File: src/rtl/irq_halt_pkg.sv
package irq_halt_pkg;
   typedef enum logic [2:0] {
      ST_RUN   = 3'd0,
      ST_PSH_H = 3'd1,
      ST_PSH_L = 3'd2,
      ST_PSH_P = 3'd3,
      ST_VEC_L = 3'd4,
      ST_VEC_H = 3'd5,
      ST_WAIT  = 3'd6,
      ST_STOP  = 3'd7
   } seq_state_t;

   typedef struct packed {
      logic stop;
      logic wt;
      logic brk;
   } op_set_t;
endpackage

File: src/rtl/irq_nmi_latch.sv
module irq_nmi_latch #(
   parameter bit EDGE_MODE = 1'b1
) (
   input  logic clk,
   input  logic rst_n,
   input  logic nmi_req,
   input  logic take,
   output logic nmi_now
);
   generate
      if (EDGE_MODE) begin : g_edge
         logic prev_q, pend_q, rise;
         assign rise    = nmi_req & ~prev_q;
         assign nmi_now = pend_q | rise;
         always_ff @(posedge clk or negedge rst_n) begin
            if (!rst_n) begin
               prev_q <= 1'b0;
               pend_q <= 1'b0;
            end else begin
               prev_q <= nmi_req;
               pend_q <= (pend_q | rise) & ~take;
            end
         end
      end else begin : g_level
         logic unused_ok;
         assign unused_ok = clk ^ rst_n ^ take;
         assign nmi_now   = nmi_req;
      end
   endgenerate
endmodule

File: src/rtl/irq_arbiter.sv
module irq_arbiter #(
   parameter int unsigned ADDR_W = 16,
   parameter logic [ADDR_W-1:0] VEC_NMI = 16'hFFFA,
   parameter logic [ADDR_W-1:0] VEC_IRQ = 16'hFFFE
) (
   input  logic              nmi_now,
   input  logic              irq_req,
   input  logic              i_flag,
   output logic              hw_take,
   output logic              hw_is_nmi,
   output logic [ADDR_W-1:0] hw_vec,
   output logic              masked_wake
);
   always_comb begin
      hw_is_nmi   = nmi_now;
      hw_take     = nmi_now | (irq_req & ~i_flag);
      hw_vec      = nmi_now ? VEC_NMI : VEC_IRQ;
      masked_wake = irq_req & i_flag & ~nmi_now;
   end
endmodule

File: src/rtl/irq_step_fsm.sv
module irq_step_fsm
   import irq_halt_pkg::*;
#(
   parameter int unsigned ADDR_W = 16,
   parameter int unsigned SP_W   = 8,
   parameter logic [ADDR_W-SP_W-1:0] STACK_PAGE = 'h01,
   parameter logic [ADDR_W-1:0] VEC_RST = 16'hFFFC,
   parameter logic [ADDR_W-1:0] VEC_IRQ = 16'hFFFE
) (
   input  logic              clk,
   input  logic              rst_n,
   input  logic              rdy,
   input  logic              op_stop,
   input  logic              op_wait,
   input  logic              op_brk,
   input  logic [SP_W-1:0]   sp_i,
   input  logic              hw_take,
   input  logic              hw_is_nmi,
   input  logic [ADDR_W-1:0] hw_vec,
   input  logic              masked_wake,
   output seq_state_t        state,
   output logic [ADDR_W-1:0] addr_q,
   output logic              nmi_take
);
   localparam logic [SP_W-1:0]   SP_ONE = SP_W'(1);
   localparam logic [SP_W-1:0]   SP_TWO = SP_W'(2);
   localparam logic [ADDR_W-1:0] A_ONE  = ADDR_W'(1);

   seq_state_t        nxt;
   op_set_t           defer_q, defer_n, strobes, op_now;
   logic [SP_W-1:0]   sp_q;
   logic [ADDR_W-1:0] vbase_q, nvec, addr_n;
   logic              take_n;

   assign strobes = '{stop: op_stop, wt: op_wait, brk: op_brk};
   assign op_now  = (defer_q != '0) ? defer_q : strobes;

   always_comb begin
      nxt     = state;
      nvec    = vbase_q;
      defer_n = defer_q;
      take_n  = 1'b0;
      unique case (state)
         ST_RUN: begin
            if (hw_take) begin
               nxt    = ST_PSH_H;
               nvec   = hw_vec;
               take_n = hw_is_nmi;
               if (defer_q == '0) defer_n = strobes;
            end else begin
               defer_n = '0;
               if (op_now.stop)     nxt = ST_STOP;
               else if (op_now.wt)  nxt = ST_WAIT;
               else if (op_now.brk) begin
                  nxt  = ST_PSH_H;
                  nvec = VEC_IRQ;
               end
            end
         end
         ST_PSH_H: nxt = ST_PSH_L;
         ST_PSH_L: nxt = ST_PSH_P;
         ST_PSH_P: nxt = ST_VEC_L;
         ST_VEC_L: nxt = ST_VEC_H;
         ST_VEC_H: nxt = ST_RUN;
         ST_WAIT: begin
            if (hw_take) begin
               nxt    = ST_PSH_H;
               nvec   = hw_vec;
               take_n = hw_is_nmi;
            end else if (masked_wake) begin
               nxt = ST_RUN;
            end
         end
         default: nxt = ST_STOP;
      endcase
      if (!rdy) begin
         nxt     = state;
         nvec    = vbase_q;
         defer_n = defer_q;
         take_n  = 1'b0;
      end
   end

   always_comb begin
      addr_n = addr_q;
      if (nxt != state) begin
         unique case (nxt)
            ST_PSH_H: addr_n = {STACK_PAGE, sp_i};
            ST_PSH_L: addr_n = {STACK_PAGE, sp_q - SP_ONE};
            ST_PSH_P: addr_n = {STACK_PAGE, sp_q - SP_TWO};
            ST_VEC_L: addr_n = nvec;
            ST_VEC_H: addr_n = nvec + A_ONE;
            default:  addr_n = addr_q;
         endcase
      end
   end

   assign nmi_take = take_n;

   always_ff @(posedge clk or negedge rst_n) begin
      if (!rst_n) begin
         state   <= ST_VEC_L;
         vbase_q <= VEC_RST;
         addr_q  <= VEC_RST;
         defer_q <= '0;
         sp_q    <= '0;
      end else begin
         state   <= nxt;
         vbase_q <= nvec;
         addr_q  <= addr_n;
         defer_q <= defer_n;
         if (nxt == ST_PSH_H && state != ST_PSH_H) sp_q <= sp_i;
      end
   end
endmodule

File: src/rtl/irq_halt_seq.sv
module irq_halt_seq
   import irq_halt_pkg::*;
#(
   parameter int unsigned ADDR_W = 16,
   parameter int unsigned SP_W   = 8,
   parameter logic [ADDR_W-SP_W-1:0] STACK_PAGE = 'h01,
   parameter logic [ADDR_W-1:0] VEC_NMI = 16'hFFFA,
   parameter logic [ADDR_W-1:0] VEC_RST = 16'hFFFC,
   parameter logic [ADDR_W-1:0] VEC_IRQ = 16'hFFFE,
   parameter bit NMI_EDGE = 1'b1
) (
   input  logic              clk,
   input  logic              rst_n,
   input  logic              irq_req,
   input  logic              nmi_req,
   input  logic              i_flag,
   input  logic              op_stop,
   input  logic              op_wait,
   input  logic              op_brk,
   input  logic              rdy,
   input  logic [SP_W-1:0]   sp_i,
   output logic [2:0]        state_o,
   output logic [2:0]        push_o,
   output logic              vec_lo_o,
   output logic              vec_hi_o,
   output logic              vpull_o,
   output logic              dclr_o,
   output logic              halted_o,
   output logic [ADDR_W-1:0] addr_o
);
   generate
      if (ADDR_W <= SP_W) begin : g_bad_width
         $error("irq_halt_seq: ADDR_W must exceed SP_W");
      end
      if (VEC_NMI[0] || VEC_RST[0] || VEC_IRQ[0]) begin : g_bad_vec
         $error("irq_halt_seq: vectors must be even");
      end
   endgenerate

   seq_state_t        state;
   logic              nmi_now, nmi_take, hw_take, hw_is_nmi, masked_wake;
   logic [ADDR_W-1:0] hw_vec;

   irq_nmi_latch #(.EDGE_MODE(NMI_EDGE)) u_nmi (
      .clk(clk), .rst_n(rst_n), .nmi_req(nmi_req),
      .take(nmi_take), .nmi_now(nmi_now)
   );

   irq_arbiter #(.ADDR_W(ADDR_W), .VEC_NMI(VEC_NMI), .VEC_IRQ(VEC_IRQ)) u_arb (
      .nmi_now(nmi_now), .irq_req(irq_req), .i_flag(i_flag),
      .hw_take(hw_take), .hw_is_nmi(hw_is_nmi), .hw_vec(hw_vec),
      .masked_wake(masked_wake)
   );

   irq_step_fsm #(
      .ADDR_W(ADDR_W), .SP_W(SP_W), .STACK_PAGE(STACK_PAGE),
      .VEC_RST(VEC_RST), .VEC_IRQ(VEC_IRQ)
   ) u_fsm (
      .clk(clk), .rst_n(rst_n), .rdy(rdy),
      .op_stop(op_stop), .op_wait(op_wait), .op_brk(op_brk), .sp_i(sp_i),
      .hw_take(hw_take), .hw_is_nmi(hw_is_nmi), .hw_vec(hw_vec),
      .masked_wake(masked_wake),
      .state(state), .addr_q(addr_o), .nmi_take(nmi_take)
   );

   always_comb begin
      state_o  = state;
      push_o   = {state == ST_PSH_P, state == ST_PSH_L, state == ST_PSH_H} & {3{rdy}};
      vec_lo_o = (state == ST_VEC_L) & rdy;
      vec_hi_o = (state == ST_VEC_H) & rdy;
      vpull_o  = (state == ST_VEC_L) | (state == ST_VEC_H);
      dclr_o   = (state == ST_VEC_L) & rdy;
      halted_o = (state == ST_WAIT) | (state == ST_STOP);
   end
endmodule

File: config.mk
export PLATFORM = sky130hd
export DESIGN_NAME = irq_halt_seq
export DESIGN_NICKNAME = d
export VERILOG_FILES = /design/src/rtl/irq_halt_pkg.sv /design/src/rtl/irq_nmi_latch.sv /design/src/rtl/irq_arbiter.sv /design/src/rtl/irq_step_fsm.sv /design/src/rtl/irq_halt_seq.sv
export SDC_FILE = /design/constraint.sdc
export NUM_CORES = 1
export LEC_CHECK = 0
export ABC_AREA = 0
export BUFFER_PORTS_ARGS = -buffer_cell sky130_fd_sc_hd__clkbuf_2
export CAP_MARGIN = 5
export CORE_MARGIN = 2
export CORE_UTILIZATION = 25
export DETAILED_ROUTE_END_ITERATION = 8
export GPL_ROUTABILITY_DRIVEN = 0
export SLEW_MARGIN = 10
export SYNTH_ARGS = -nofsm -noshare
export SYNTH_HDL_FRONTEND = slang
export SYNTH_SLANG_ARGS = --single-unit
export TNS_END_PERCENT = 5
File: constraint.sdc
create_clock -name clk -period 3.9 [get_ports clk]
set_input_delay 0.195 -clock clk [delete_from_list [all_inputs] [get_ports clk]]
set_output_delay 0.195 -clock clk [all_outputs]
set_load 0.005 [all_outputs]
### Yosys cells after proc, flatten, opt, wreduce, memory -nomap -nowiden

Cells that the tools add are included.

* word-level logic and storage cells: 74
* flip-flop bits (word level): 48

* bitwise logic cells: 16
* reduce and logical (&&, ||, !) cells: 8
* eq/ne operators: 15
* muxes and demuxes: 23
* add/sub/neg operators: 3

Operator list (number)
* $mux W16: 6
* $pmux W16 S5: 1
* $mux W3: 11
* $pmux W16 S2: 1
* $pmux W3 S7: 1
* $eq A3 B3 Y1 const B: 6
* $add A16 B1 Y16 const B: 1
* $eq A3 B2 Y1 const B: 4
* $sub A8 B1 Y8 const B: 1
* $sub A8 B2 Y8 const B: 1
* $and A1 B1 Y1: 7
* $eq A3 B1 Y1 const B: 2
* $logic_not A3 Y1: 2
* $reduce_bool A5 Y1: 1
* $not A1 Y1: 4
* $or A1 B1 Y1: 4
* $and A3 B3 Y3: 1
* $mux W1: 3
* $ne A3 B1 Y1 const B: 1
* $ne A3 B3 Y1: 1
* $reduce_and A3 Y1: 1
* $reduce_bool A3 Y1: 1
* $ne A2 B1 Y1 const B: 1
* $reduce_and A2 Y1: 1
* 2 further kinds: 2

### Longest topological paths before layout

Gate-level depths: netlist (run 1).

* depth after elaboration: 12
* mapped depth: 12
* depth with buffers taken out: 10

### Modules after synthesis

Synthesis (run 1) repeated with hierarchy kept, for this count alone.

* cells, all modules: 392
* area total of the unflattened synthesis: 3390.8 um^2

By module, submodules not included
* irq_step_fsm: instances 1, area an instance 3085.5 um^2, cells an instance 356
* irq_arbiter: instances 1, area an instance 146.4 um^2, cells an instance 22
* irq_nmi_latch: instances 1, area an instance 80.1 um^2, cells an instance 6
* irq_halt_seq: instances 1, area an instance 78.8 um^2, cells an instance 8

### Worst setup path after synthesis (run 1)

No wires, ideal clock.

* path type: reg2reg
* from: reg u_fsm.state[1]
* to: reg u_fsm.addr_q[6]
* path buffers: 2
* arrival: 2579 ps
* clock period less this slack: 2672 ps
* setup slack: 1228 ps
* data required time: 3806 ps
* cell stages (with the launch flop): 13
* cells stage by stage: dfrtp_1 > buf_2 > nand2_1 > inv_1 > a2111o_1 > a21o_1 > clkbuf_1 > and2_1 > ha_1 > nand3_4 > nor4_1 > a311oi_1 > o221ai_1

* longest elaborated chain between the ends: 9
* elaborated cells on any way between the ends: 27

RTL lines
* start, declared: RTL line irq_step_fsm.sv:21 `output seq_state_t state,`
* start signal, assigned: RTL line irq_step_fsm.sv:108 `state <= nxt;`
* branches (longest 9 deep; another with $add A16 B1 Y16)
* end signal, assigned: RTL line irq_step_fsm.sv:110 `addr_q <= addr_n;`
* end, declared: RTL line irq_step_fsm.sv:22 `output logic [ADDR_W-1:0] addr_q,`

Several ways; the timed one is not identified.
A chain may end at the register's enable or synchronous reset.

### Final worst setup path (run 1)

* from: reg u_fsm.state[1]
* to: reg u_fsm.addr_q[10]

* elaborated cells on any way between the ends: 27

RTL lines
* $eq A3 B3 Y1 or $logic_not A3 Y1 (tied branches): RTL line irq_step_fsm.sv:43 `unique case (state)`
* $pmux W16 S2 (*): RTL line irq_step_fsm.sv:43
* $mux W16 (*): RTL line irq_step_fsm.sv:76 `if (!rdy) begin`
* net u_fsm.nvec[1]: RTL line irq_step_fsm.sv:32 `logic [ADDR_W-1:0] vbase_q, nvec, addr_n;`
* $add A16 B1 Y16 (*): RTL line irq_step_fsm.sv:92 `ST_VEC_H: addr_n = nvec + A_ONE;`
* $pmux W16 S5 (*): RTL line irq_step_fsm.sv:87 `unique case (nxt)`

Mark *: on every way through the listed nets, which the timed path passes. The rest lies on a longest branch.

==> run_results.csv, run 1 <==
group,metric,value,unit
detailed_routing,vias,2322,
floorplanning,die_h,109.6,um
detailed_routing,ant_nets,0,
cells_and_area,nFillCells,1144,
floorplanning,io_pins,44,
cts,cts_tree,"built",
power_and_ir_drop,vdd_drop_max,0.0002723,V
power_and_ir_drop,power.density,750.2,nW/um^2
sta,tightest_slew,0.6532,ns
yosys,syn_nets,320,
yosys,synth_edf_count,0,
power_and_ir_drop,leakagePower,1.398,nW
cells_and_area,final_cells,484,
sta,finalCritPeriodShare,73.19,%
yosys,syn_area_per_cell,9.328,sq um
cells_and_area,drive_gt1_share,29.36,%
detailed_routing,via_per_inst,4.798,
placed_design,dp.cells,474,
yosys,syn_area,2789,sq um
setup_path,crit_chain,"nand2_1 > inv_1 > a2111o_1 > a21o_1 > nand2b_1 > ha_1 > nand3_4 > a21oi_2 > a21oi_1 > a221o_1",
grt,grt_pass1_wl,11300,um
setup_path,max_stage_delay,0.49,ns
sta,finalSetupViolations,0,
sta,setup_tns,0,ns
power_and_ir_drop,p_int,1.421,mW
sta,hold_viol,0,
yosys,synthArstFlopShare,100.0,%
sta,finalCriticalPeriod,2.854,ns
floorplanning,rows,38,
power_and_ir_drop,clkPwrFrac,14.7,%
cts,clock_sinks,48,
yosys,yosysWarningCount,0,
yosys,yosysSeqAreaShare,44.37,%
setup_path,crit_buf_inv,1,
setup_path,end_kind,"register",
setup_path,cp_top_family,"compound AO/OA/AOI/OAI gates",
setup_path,crit_path_start_kind,"register",
sta,rsz0062_at_grt,"false",
grt,antenna_found_initial,0,
detailed_routing,routed_wl,6889,um
setup_path,crit_required,4.14,ns
detailed_routing,drt_iter0_markers,73,
cts,htree_levels,2,
hold_path,min_path_type,"primary input to register",
run_status,status,"completed",
cts,cts_buffer_depth,2,
grt,gr-total-overflow,0,
placed_design,port_buffers,43,
yosys,yosys.cell_types.count,64,
setup_path,path_class,"register to register",
setup_path,slowest_stage,"dfrtp_1",
power_and_ir_drop,power_frac_comb,48.5,%
floorplanning,die_x,109.6,um
cts,clk_pin_slew_worst_paths,0.10,ns
floorplanning,dieArea,12020,sq um
detailed_routing,drt-wirelength-per-cell,14.23,um
power_and_ir_drop,swShare,42.22,%
detailed_routing,first_pass_iters,4,
yosys,yosysTopAreaCellShare,27.32,%
grt,grt_max_degree,26,
sta,relSlewSlack,56.45,%
yosys,synth_area_leaders,"dfstp_2 27%, dfrtp_1 17%, nand2_1 5.2%",
sta,skew,0.007606,ns
sta,fmax,350.3,MHz
cts,clkLatencyLatePin,0.30,ns
yosys,synth-main-ff-cell,"dfstp_2",
placed_design,dp_hpwl,5177,um
grt,track_usage,12.00,%
yosys,netlist_instances,299,
floorplanning,core,10840,sq um
cells_and_area,area_delta_synth_final,17.54,%
cts,cts_made_buffers,5,
power_and_ir_drop,seqPwrFrac,36.8,%
cells_and_area,antenna_cells,0,
power_and_ir_drop,p_sw,1.038,mW
cts,clockRootBuffer,"clkbuf_8",
run,maxCapViolations,0,
yosys,synth-seq-cells,48,
grt,grt_pass1_vias,2308,
setup_path,path_max_fanout,12,
floorplanning,start_util,25.73,%
setup_path,worstPathArrival,3.09,ns
yosys,yosysTopAreaCell,"dfstp_2",
cells_and_area,final_nets,364,
sta,final_max_slew_viol_count,0,
detailed_routing,drc,0,
cts,cts_setup_buffers,0,
flip-flops by register name, summed over array words and instances (netlist names):
register	count
u_fsm.addr_q	16
u_nmi.g_edge.pend_q	1
u_nmi.g_edge.prev_q	1
u_fsm.state	3
u_fsm.vbase_q	16
u_fsm.defer_q	3
u_fsm.sp_q	8
power groups by stage:
stage | clock network (mW) | registers, mW | logic [mW]
6_report | 0.361 | 0.905 | 1.19
3_3_place_gp | 0 | 0.907 | 1.18
5_1_grt | 0.391 | 0.937 | 1.35
2_1_floorplan | 0 | 0.853 | 0.913
4_1_cts | 0.370 | 0.905 | 1.21
3_5_place_dp | 0 | 0.913 | 1.20
layout by cell type, fill, tap and decap left out, types with 5 or more instances in the layout:
cell type  count
nand2b_1      16
xor2_1         7
and2_1         6
nand2_1       39
clkbuf_2      43
nand3_1        5
nor3_1         7
inv_1         11
dfstp_2       29
o21ai_0       15
a21oi_1       23
clkbuf_8       6
nor2_1        25
xnor2_1        9
dfrtp_1       19
layer usage:
| layer | up-vias | part of all wire [%] | global-route usage, % | wire (um) |
|---|---|---|---|---|
| li1 | 1153 | - | - | - |
| met1 | 1115 | 49 | 16.17 | 3359 |
| met2 | 48 | 46 | 19.44 | 3191 |
| met3 | 6 | 3.5 | 2.312 | 244 |
| met4 | 0 | 1.3 | 3.707 | 93 |
| met5 | - | 0 | 0 | 0 |
path summary, 6_finish.rpt:
check	start	cells after the start	endpoint	slack [ns]
max	u_fsm.state[1]	10	u_fsm.addr_q[10]	1.05
min	sp_i[2]	3	u_fsm.sp_q[2]	0.12
max reg2reg	u_fsm.state[1]	10	u_fsm.addr_q[10]	1.05
min reg2reg	u_fsm.addr_q[13]	2	u_fsm.addr_q[13]	0.47
max in group asynchronous	rst_n	3	u_fsm.vbase_q[6]	2.63
min in group asynchronous	rst_n	2	u_fsm.defer_q[2]	0.45
final cells by class:
class	instances	area [sq um]	share of cell area [%]
multi-input cells	228	1443	44.01
inverters	11	41.29	1.260
clock buffers	7	107.6	3.282
repair buffers	49	265.3	8.092
well taps	140	175.2	5.344
clock inverters	1	8.758	0.2672
flip-flops and latches	48	1237	37.75
timing repair:
item,4_1_cts,5_1_grt
hold buffers,1,1
endpoints found under the hold margin,14,1
gates resized for setup,0,0
cells by family (layout without fill, tap and decap cells):
| kind of cell | Yosys count | in the layout | share of synthesized area (%) |
|---|---|---|---|
| DFF | 48 | 48 | 44.37 |
| muxes | 7 | 7 | 2.737 |
| AOI/OAI and AO/OA | 76 | 76 | 18.80 |
| buffers and inverters | 23 | 68 | 3.903 |
| xor gates and xnor gates | 16 | 16 | 5.025 |
| and+or+nand+nor | 125 | 125 | 23.37 |
| adders and majority gates | 4 | 4 | 1.795 |
per-stage QoR:
step	total power, mW	worst slack [ns]	area, sq um	util, %	hold slack [ns]
after global routing	2.678	0.8563	3278	30.24	0.1202
after CTS	2.483	1.056	3268	30.15	0.003940
final	2.459	1.046	3278	30.24	0.1176
after global placement	2.091	1.156	3142	28.98	0.2484
after detailed placement	2.114	1.060	3142	28.98	0.2635
after floorplan	1.765	1.228	2789	-	-0.1006
cells in the mapped netlist (all sizes together), types with 3 or more instances:
cell    instances
clkbuf          5
nor4            4
o21ai          18
a31oi           3
nor3            7
or3             3
and3            3
nand4           4
xnor2           9
mux2            5
o211ai          3
and2            6
ha              4
nand3           6
a21oi          24
dfstp          29
xor2            7
nand2b         16
buf             7
nor2           25
nor3b           3
nor2b           3
nand2          39
inv            11
a21o            4
dfrtp          19
tightest hold or removal path: cells and delay by family:
| family | cells | cell delay [ns] |
|---|---|---|
| buffers and inverters | 1 | 0.09 |
| AO/OA/AOI/OAI | 1 | 0.06 |
| AND/OR/NAND/NOR | 1 | 0.04 |
No activity file was read; power rests on OpenSTA's default activity.
==> inputs of run 2 (changes only) <==
--- a/config.mk
+++ b/config.mk
@@ -5,7 +5,7 @@
 export SDC_FILE = /design/constraint.sdc
 export NUM_CORES = 1
 export LEC_CHECK = 0
-export ABC_AREA = 0
+export ABC_AREA = 1
 export BUFFER_PORTS_ARGS = -buffer_cell sky130_fd_sc_hd__clkbuf_2
 export CAP_MARGIN = 5
 export CORE_MARGIN = 2
==> constraint.sdc (replaced) <==
create_clock -name clk -period 2.85 [get_ports clk]
set_input_delay 0.1425 -clock clk [delete_from_list [all_inputs] [get_ports clk]]
set_output_delay 0.1425 -clock clk [all_outputs]
set_load 0.005 [all_outputs]
==> run 2 against run 1 <==
Compared with the run above:
- global-route usage rose by 1.1 points
- clock power rose by 72%
- utilization barely moved
==> run_results.csv, run 2 <==
group,metric,value,unit
yosys,yosysTopAreaCell,"dfstp_2",
yosys,synthArstFlopShare,100.0,%
run_status,status,"completed",
placed_design,dp_hpwl,6544,um
yosys,netlist_instances,474,
detailed_routing,drt_iter0_markers,208,
detailed_routing,ant_nets,0,
sta,fmax,388.7,MHz
sta,setup_tns,0,ns
cells_and_area,antenna_cells,0,
run,maxCapViolations,0,
cts,clk_pin_slew_worst_paths,0.07,ns
cells_and_area,area_delta_synth_final,17.36,%
floorplanning,dieArea,14050,sq um
yosys,yosys.cell_types.count,35,
hold_path,hold_path.startpoint,"sp_i[5]",
sta,relSlewSlack,57.22,%
yosys,synth_edf_count,0,
grt,gr-total-overflow,0,
grt,track_usage,13.09,%
floorplanning,io_pins,44,
cts,clockRootBuffer,"clkbuf_16",
grt,grt_max_degree,49,
cells_and_area,final_nets,541,
cells_and_area,largestRegisters,"u_fsm.addr_q: 16 flops, u_fsm.vbase_q: 16 flops, u_fsm.sp_q: 8 flops",
yosys,syn_nets,495,
detailed_routing,via_per_inst,4.524,
floorplanning,start_util,25.78,%
setup_path,timing.rr.start,"u_fsm.state[2]",
yosys,syn_area_per_cell,6.919,sq um
cts,cts-resized-gates,0,
yosys,yosysSeqAreaShare,37.73,%
sta,finalCriticalPeriod,2.573,ns
cts,cts_tree,"built",
hold_path,hold_path_depth,3,
yosys,synth-main-ff-cell,"dfstp_2",
setup_path,r2r-end,"u_fsm.addr_q[8]",
setup_path,path_class,"primary input to register",
detailed_routing,drc,0,
grt,antenna_found_initial,0,
yosys,syn_area,3279,sq um
cts,cts_buffer_depth,2,
detailed_routing,vias,3135,
floorplanning,rows,41,
hold_path,min_path_type,"primary input to register",
cells_and_area,most-common-layout-cells,"159 x nand2_1, 54 x nand3_1, 49 x inv_1",
cts,htree_levels,2,
yosys,synthTopCellsByCount,"159 x nand2_1, 54 x nand3_1, 49 x inv_1",
power_and_ir_drop,vdd_drop_max,0.0004299,V
yosys,synth-seq-cells,48,
grt,grt_pass1_vias,3164,
power_and_ir_drop,leakagePower,1.988,nW
sta,finalCritPeriodShare,90.27,%
cells_and_area,nFillCells,1451,
setup_path,critPathLaunch,"nmi_req",
cts,clock_sinks,48,
setup_path,path_max_fanout,17,
detailed_routing,drt-wirelength-per-cell,12.42,um
floorplanning,die_x,118.5,um
grt,grt_pass1_wl,15150,um
setup_path,r2r_setup_slack,0.37,ns
cells_and_area,ff_latch_area,1237,sq um
cells_and_area,multi_input_area,1737,sq um
cells_and_area,drive_gt1_share,23.42,%
detailed_routing,first_pass_iters,4,
sta,tightest_slew,0.6417,ns
sta,skew,0.005200,ns
sta,rsz0062_at_grt,"false",
sta,finalSetupViolations,0,
setup_path,crit_path_start_kind,"primary input",
power_and_ir_drop,power.density,1094,nW/um^2
sta,timing.hold.ws,0.08625,ns
cells_and_area,final_common_cell,"nand2_1",
setup_path,crit_required,3.07,ns
yosys,synth_area_leaders,"dfstp_2 23%, nand2_1 18%, dfrtp_1 14%",
floorplanning,core,12720,sq um
hold_path,hold_path_end,"u_fsm.sp_q[5]",
setup_path,r2r_cells,17,
detailed_routing,routed_wl,8610,um
yosys,yosysTopAreaCellShare,23.24,%
setup_path,end_kind,"register",
yosys,yosysWarningCount,0,
yosys,yosysMostFrequentCell,"nand2_1",
sta,hold_viol,0,
floorplanning,die_h,118.5,um
placed_design,port_buffers,43,
setup_path,worstPathArrival,2.80,ns
cts,cts_made_buffers,5,
cts,clkLatencyLatePin,0.29,ns
sta,final_max_slew_viol_count,0,
[run 2: layout make-up]
type	instances	share of cell area (%)
multi-input cells	354	45.12
clock inverters	2	0.3901
inverters	60	5.852
flip-flops and latches	48	32.15
repair buffers	51	7.282
well taps	172	5.592
clock buffers	6	3.609
[run 2: how the worst max path moves through the flow]
stage	end	slack [ns]	cells after the start
3_3_place_gp	u_fsm.addr_q[5]	0.47	15
3_5_place_dp	u_fsm.addr_q[10]	0.39	18
5_1_grt	u_fsm.addr_q[10]	0.005	19
2_1_floorplan	u_fsm.addr_q[8]	0.71	17
6_report	u_fsm.addr_q[8]	0.28	18
4_1_cts	u_fsm.addr_q[8]	0.26	18
[run 2: worst max-delay path, stage by stage]
cell and delay, ns:
dlygate4sd3_1 0.54, clkbuf_2 0.12, a21oi_2 0.22, nand2_2 0.14
inv_1 0.15, nand2_2 0.09, nand2_4 0.16, inv_2 0.12
nor2_1 0.11, ha_1 0.19, nand2_1 0.10, nor2_4 0.16
inv_2 0.06, nor2_2 0.16, nand2_1 0.08, nand2_1 0.07
nand2_1 0.04, a21oi_1 0.14
[run 2: per-stage QoR]
stage	setup WS [ns]	std cells	utilization, %	instance area [sq um]	total power [mW]
6_report	0.2774	693	30.25	3849	4.211
5_1_grt	0.005129	693	30.25	3849	4.665
4_1_cts	0.2553	693	30.25	3849	4.262
3_5_place_dp	0.3877	683	28.88	3675	3.614
3_3_place_gp	0.4671	683	28.88	3675	3.584
2_1_floorplan	0.7057	474	-	3279	2.960
[run 2: cells by family (layout without fill, tap and decap cells)]
kind of cell	count (synthesis)	count (layout)	synth area share (%)
simple gates	290	290	39.22
flops	48	48	37.73
xor+xnor	11	11	2.938
fa+ha+maj	4	4	1.526
buf+inv	72	119	9.309
compound gates	49	49	9.272
[run 2: power by group]
group	leakage (nW)	switching, mW	internal (mW)
Combinational	1.38	1.62	0.827
Clock	0.0691	0.271	0.350
Sequential	0.534	0.175	0.973
Total	1.99	2.06	2.15
[run 2: layer usage]
| layer | up-vias | global-route usage, % | wire length, um |
|---|---|---|---|
| met3 | 7 | 2.027 | 273 |
| met2 | 54 | 23.06 | 4300 |
| met5 | - | 0 | 0 |
| li1 | 1610 | - | - |
| met4 | 0 | 3.943 | 139 |
| met1 | 1464 | 16.37 | 3896 |
[run 2: timing repair]
item,4_1_cts,5_1_grt
endpoints found under the hold margin,20,0
setup buffers,0,0
hold buffers,2,0
==> inputs of run 3 (changes only) <==
--- a/config.mk
+++ b/config.mk
@@ -9,9 +9,11 @@
 export BUFFER_PORTS_ARGS = -buffer_cell sky130_fd_sc_hd__clkbuf_2
 export CAP_MARGIN = 5
 export CORE_MARGIN = 2
-export CORE_UTILIZATION = 25
+export CORE_UTILIZATION = 58
 export DETAILED_ROUTE_END_ITERATION = 8
 export GPL_ROUTABILITY_DRIVEN = 0
+export PLACE_DENSITY = 0.8
+export RECOVER_POWER = 100
 export SLEW_MARGIN = 10
 export SYNTH_ARGS = -nofsm -noshare
 export SYNTH_HDL_FRONTEND = slang
==> run 3 against run 2 <==
Compared with the run above:
- global-route usage increased by 15 points
- non-clock buffer count decreased by 1
- final area decreased by 5.2%
- sequential share of layout area increased by 1.8 points
- largest cell class unchanged
==> run_results.csv, run 3 (synthesized netlist as in run 2, its figures left out) <==
group,metric,value,unit
cells_and_area,nFillCells,491,
sta,fmax,386.4,MHz
hold_path,hold_path_depth,3,
setup_path,end_kind,"register",
setup_path,path_max_fanout,10,
cells_and_area,fin_util,66.67,%
grt,grt_max_degree,41,
detailed_routing,drc,0,
cts,cts_made_buffers,5,
sta,hold_viol,0,
grt,grt_pass1_vias,3087,
floorplanning,die_h,79.20,um
setup_path,r2r_setup_slack,0.27,ns
sta,rsz0062_at_grt,"false",
setup_path,crit_path_start_kind,"primary input",
detailed_routing,first_pass_iters,5,
cts,cts_setup_buffers,0,
grt,antenna_found_initial,0,
placed_design,dp.cells,582,
sta,tightest_slew,0.9449,ns
power_and_ir_drop,vdd_drop_max,0.0006691,V
sta,final_max_slew_viol_count,0,
sta,setup_slack,0.2622,ns
cts,clk_pin_slew_worst_paths,0.10,ns
setup_path,crit_required,3.09,ns
floorplanning,rows,27,
grt,track_usage,28.13,%
cells_and_area,final_nets,540,
hold_path,hold_path_end,"u_fsm.defer_q[1]",
floorplanning,io_pins,44,
setup_path,r2r-end,"u_fsm.addr_q[8]",
grt,gr-total-overflow,0,
detailed_routing,via_per_inst,5.537,
cells_and_area,area_delta_synth_final,11.26,%
sta,skew,0.01109,ns
sta,finalCritPeriodShare,90.80,%
placed_design,dpl_cell_area,3542,sq um
run_status,status,"completed",
detailed_routing,drt-wirelength-per-cell,13.83,um
setup_path,path_class,"primary input to register",
floorplanning,start_util,59.92,%
cells_and_area,largestRegisters,"u_fsm.addr_q: 16 flops, u_fsm.vbase_q: 16 flops, u_fsm.sp_q: 8 flops",
cts,cts_tree,"built",
setup_path,timing.rr.start,"u_fsm.state[0]",
detailed_routing,drt_iter0_markers,379,
detailed_routing,routed_wl,8185,um
sta,finalCriticalPeriod,2.588,ns
cells_and_area,fin_area,3649,sq um
cts,clockRootBuffer,"clkbuf_8",
detailed_routing,vias,3278,
cts,clkLatencyLatePin,0.31,ns
hold_path,min_path_type,"primary input to register",
setup_path,r2r_cells,16,
grt,grt_pass1_wl,13810,um
cts,cts_buffer_depth,2,
cells_and_area,final_common_cell,"nand2_1",
floorplanning,die_x,79.20,um
placed_design,dp_hpwl,6178,um
sta,relSlewSlack,37.01,%
cts,htree_levels,2,
run,maxCapViolations,0,
cells_and_area,most-common-layout-cells,"159 x nand2_1, 55 x nand3_1, 51 x inv_1",
cells_and_area,antenna_cells,0,
placed_design,place_ws,0.3033,ns
cts,clock_sinks,48,
power_and_ir_drop,leakagePower,1.944,nW
placed_design,port_buffers,43,
power_and_ir_drop,power.density,1107,nW/um^2
hold_path,hold_path.startpoint,"op_wait",
sta,finalSetupViolations,0,
cells_and_area,final_cells,592,
floorplanning,dieArea,6272,sq um
sta,setup_tns,0,ns
detailed_routing,ant_nets,0,
floorplanning,core,5473,sq um
setup_path,worstPathArrival,2.83,ns
cells_and_area,drive_gt1_share,19.81,%
## run 3: cell types whose count changed in the layout (fill, tap and decap cells not counted), sizes merged
| cell | delta |
|---|---|
| buf | -4 |
| clkbuf | +2 |
| clkinv | +2 |
| clkinvlp | -2 |
| bufinv | +1 |
## run 3: what timing repair did
item / CTS / global route
resized for setup: 0 / 0
hold buffers: 2 / 0
endpoints found under the hold margin: 10 / 0
setup endpoints to repair: 0 / 0
## run 3: final cells by class
cell class	instances	area [sq um]	share of cell area (%)
Multi-Input combinational cell	354	1724	47.26
Sequential cell	48	1237	33.92
Timing Repair Buffer	50	255.2	6.996
Inverter	60	225.2	6.173
Tap cell	72	90.09	2.469
Clock buffer	5	68.82	1.886
Clock inverter	3	47.55	1.303
## run 3: per-layer routing
layer	GRT usage (%)	vias to the layer above	wire length, um
met3	4.432	23	441
met4	11.72	0	188
met5	0	-	0
li1	-	1608	-
met2	45.59	124	3918
met1	37.56	1523	3637
## run 3: worst max-delay path, stage by stage
cell and delay, ns:
dlygate4sd3_1 0.54, clkbuf_2 0.12, a21oi_2 0.22, nand2_2 0.13, inv_1 0.14, nand2_2 0.08, nand2_4 0.09, inv_2 0.11
nor2_1 0.14, ha_1 0.20, nand2_1 0.10, nor2_4 0.18, inv_2 0.06, nor2_2 0.18, nand2_1 0.08, nand2_1 0.06
nand2_1 0.07, a21oi_1 0.17
## run 3: worst max-delay path by stage
stage / from / end / slack [ns] / depth (start not counted)
floorplan: u_fsm.state[2] / u_fsm.addr_q[8] / 0.71 / 17
global placement: u_fsm.state[2] / u_fsm.addr_q[14] / 0.40 / 18
detailed placement: u_fsm.state[2] / u_fsm.addr_q[8] / 0.30 / 17
CTS: u_fsm.state[2] / u_fsm.addr_q[8] / 0.29 / 17
global route: u_fsm.state[0] / u_fsm.addr_q[8] / 0.007 / 16
finish: nmi_req / u_fsm.addr_q[8] / 0.26 / 18
## run 3: metrics by stage
stage,hold slack (ns),power (mW)
global placement,0.1004,3.488
detailed placement,0.1060,3.556
global route,0.1082,4.429
CTS,0.07936,4.075
floorplan,-0.1531,2.960
finish,0.08362,4.039
## run 3: power by group
group / internal, mW / total, mW / switching [mW] / leakage, nW
Clock: 0.264 / 0.506 / 0.242 / 0.0583
Sequential: 0.963 / 1.14 / 0.180 / 0.532
Combinational: 0.789 / 2.39 / 1.60 / 1.35
Total: 2.02 / 4.04 / 2.02 / 1.94
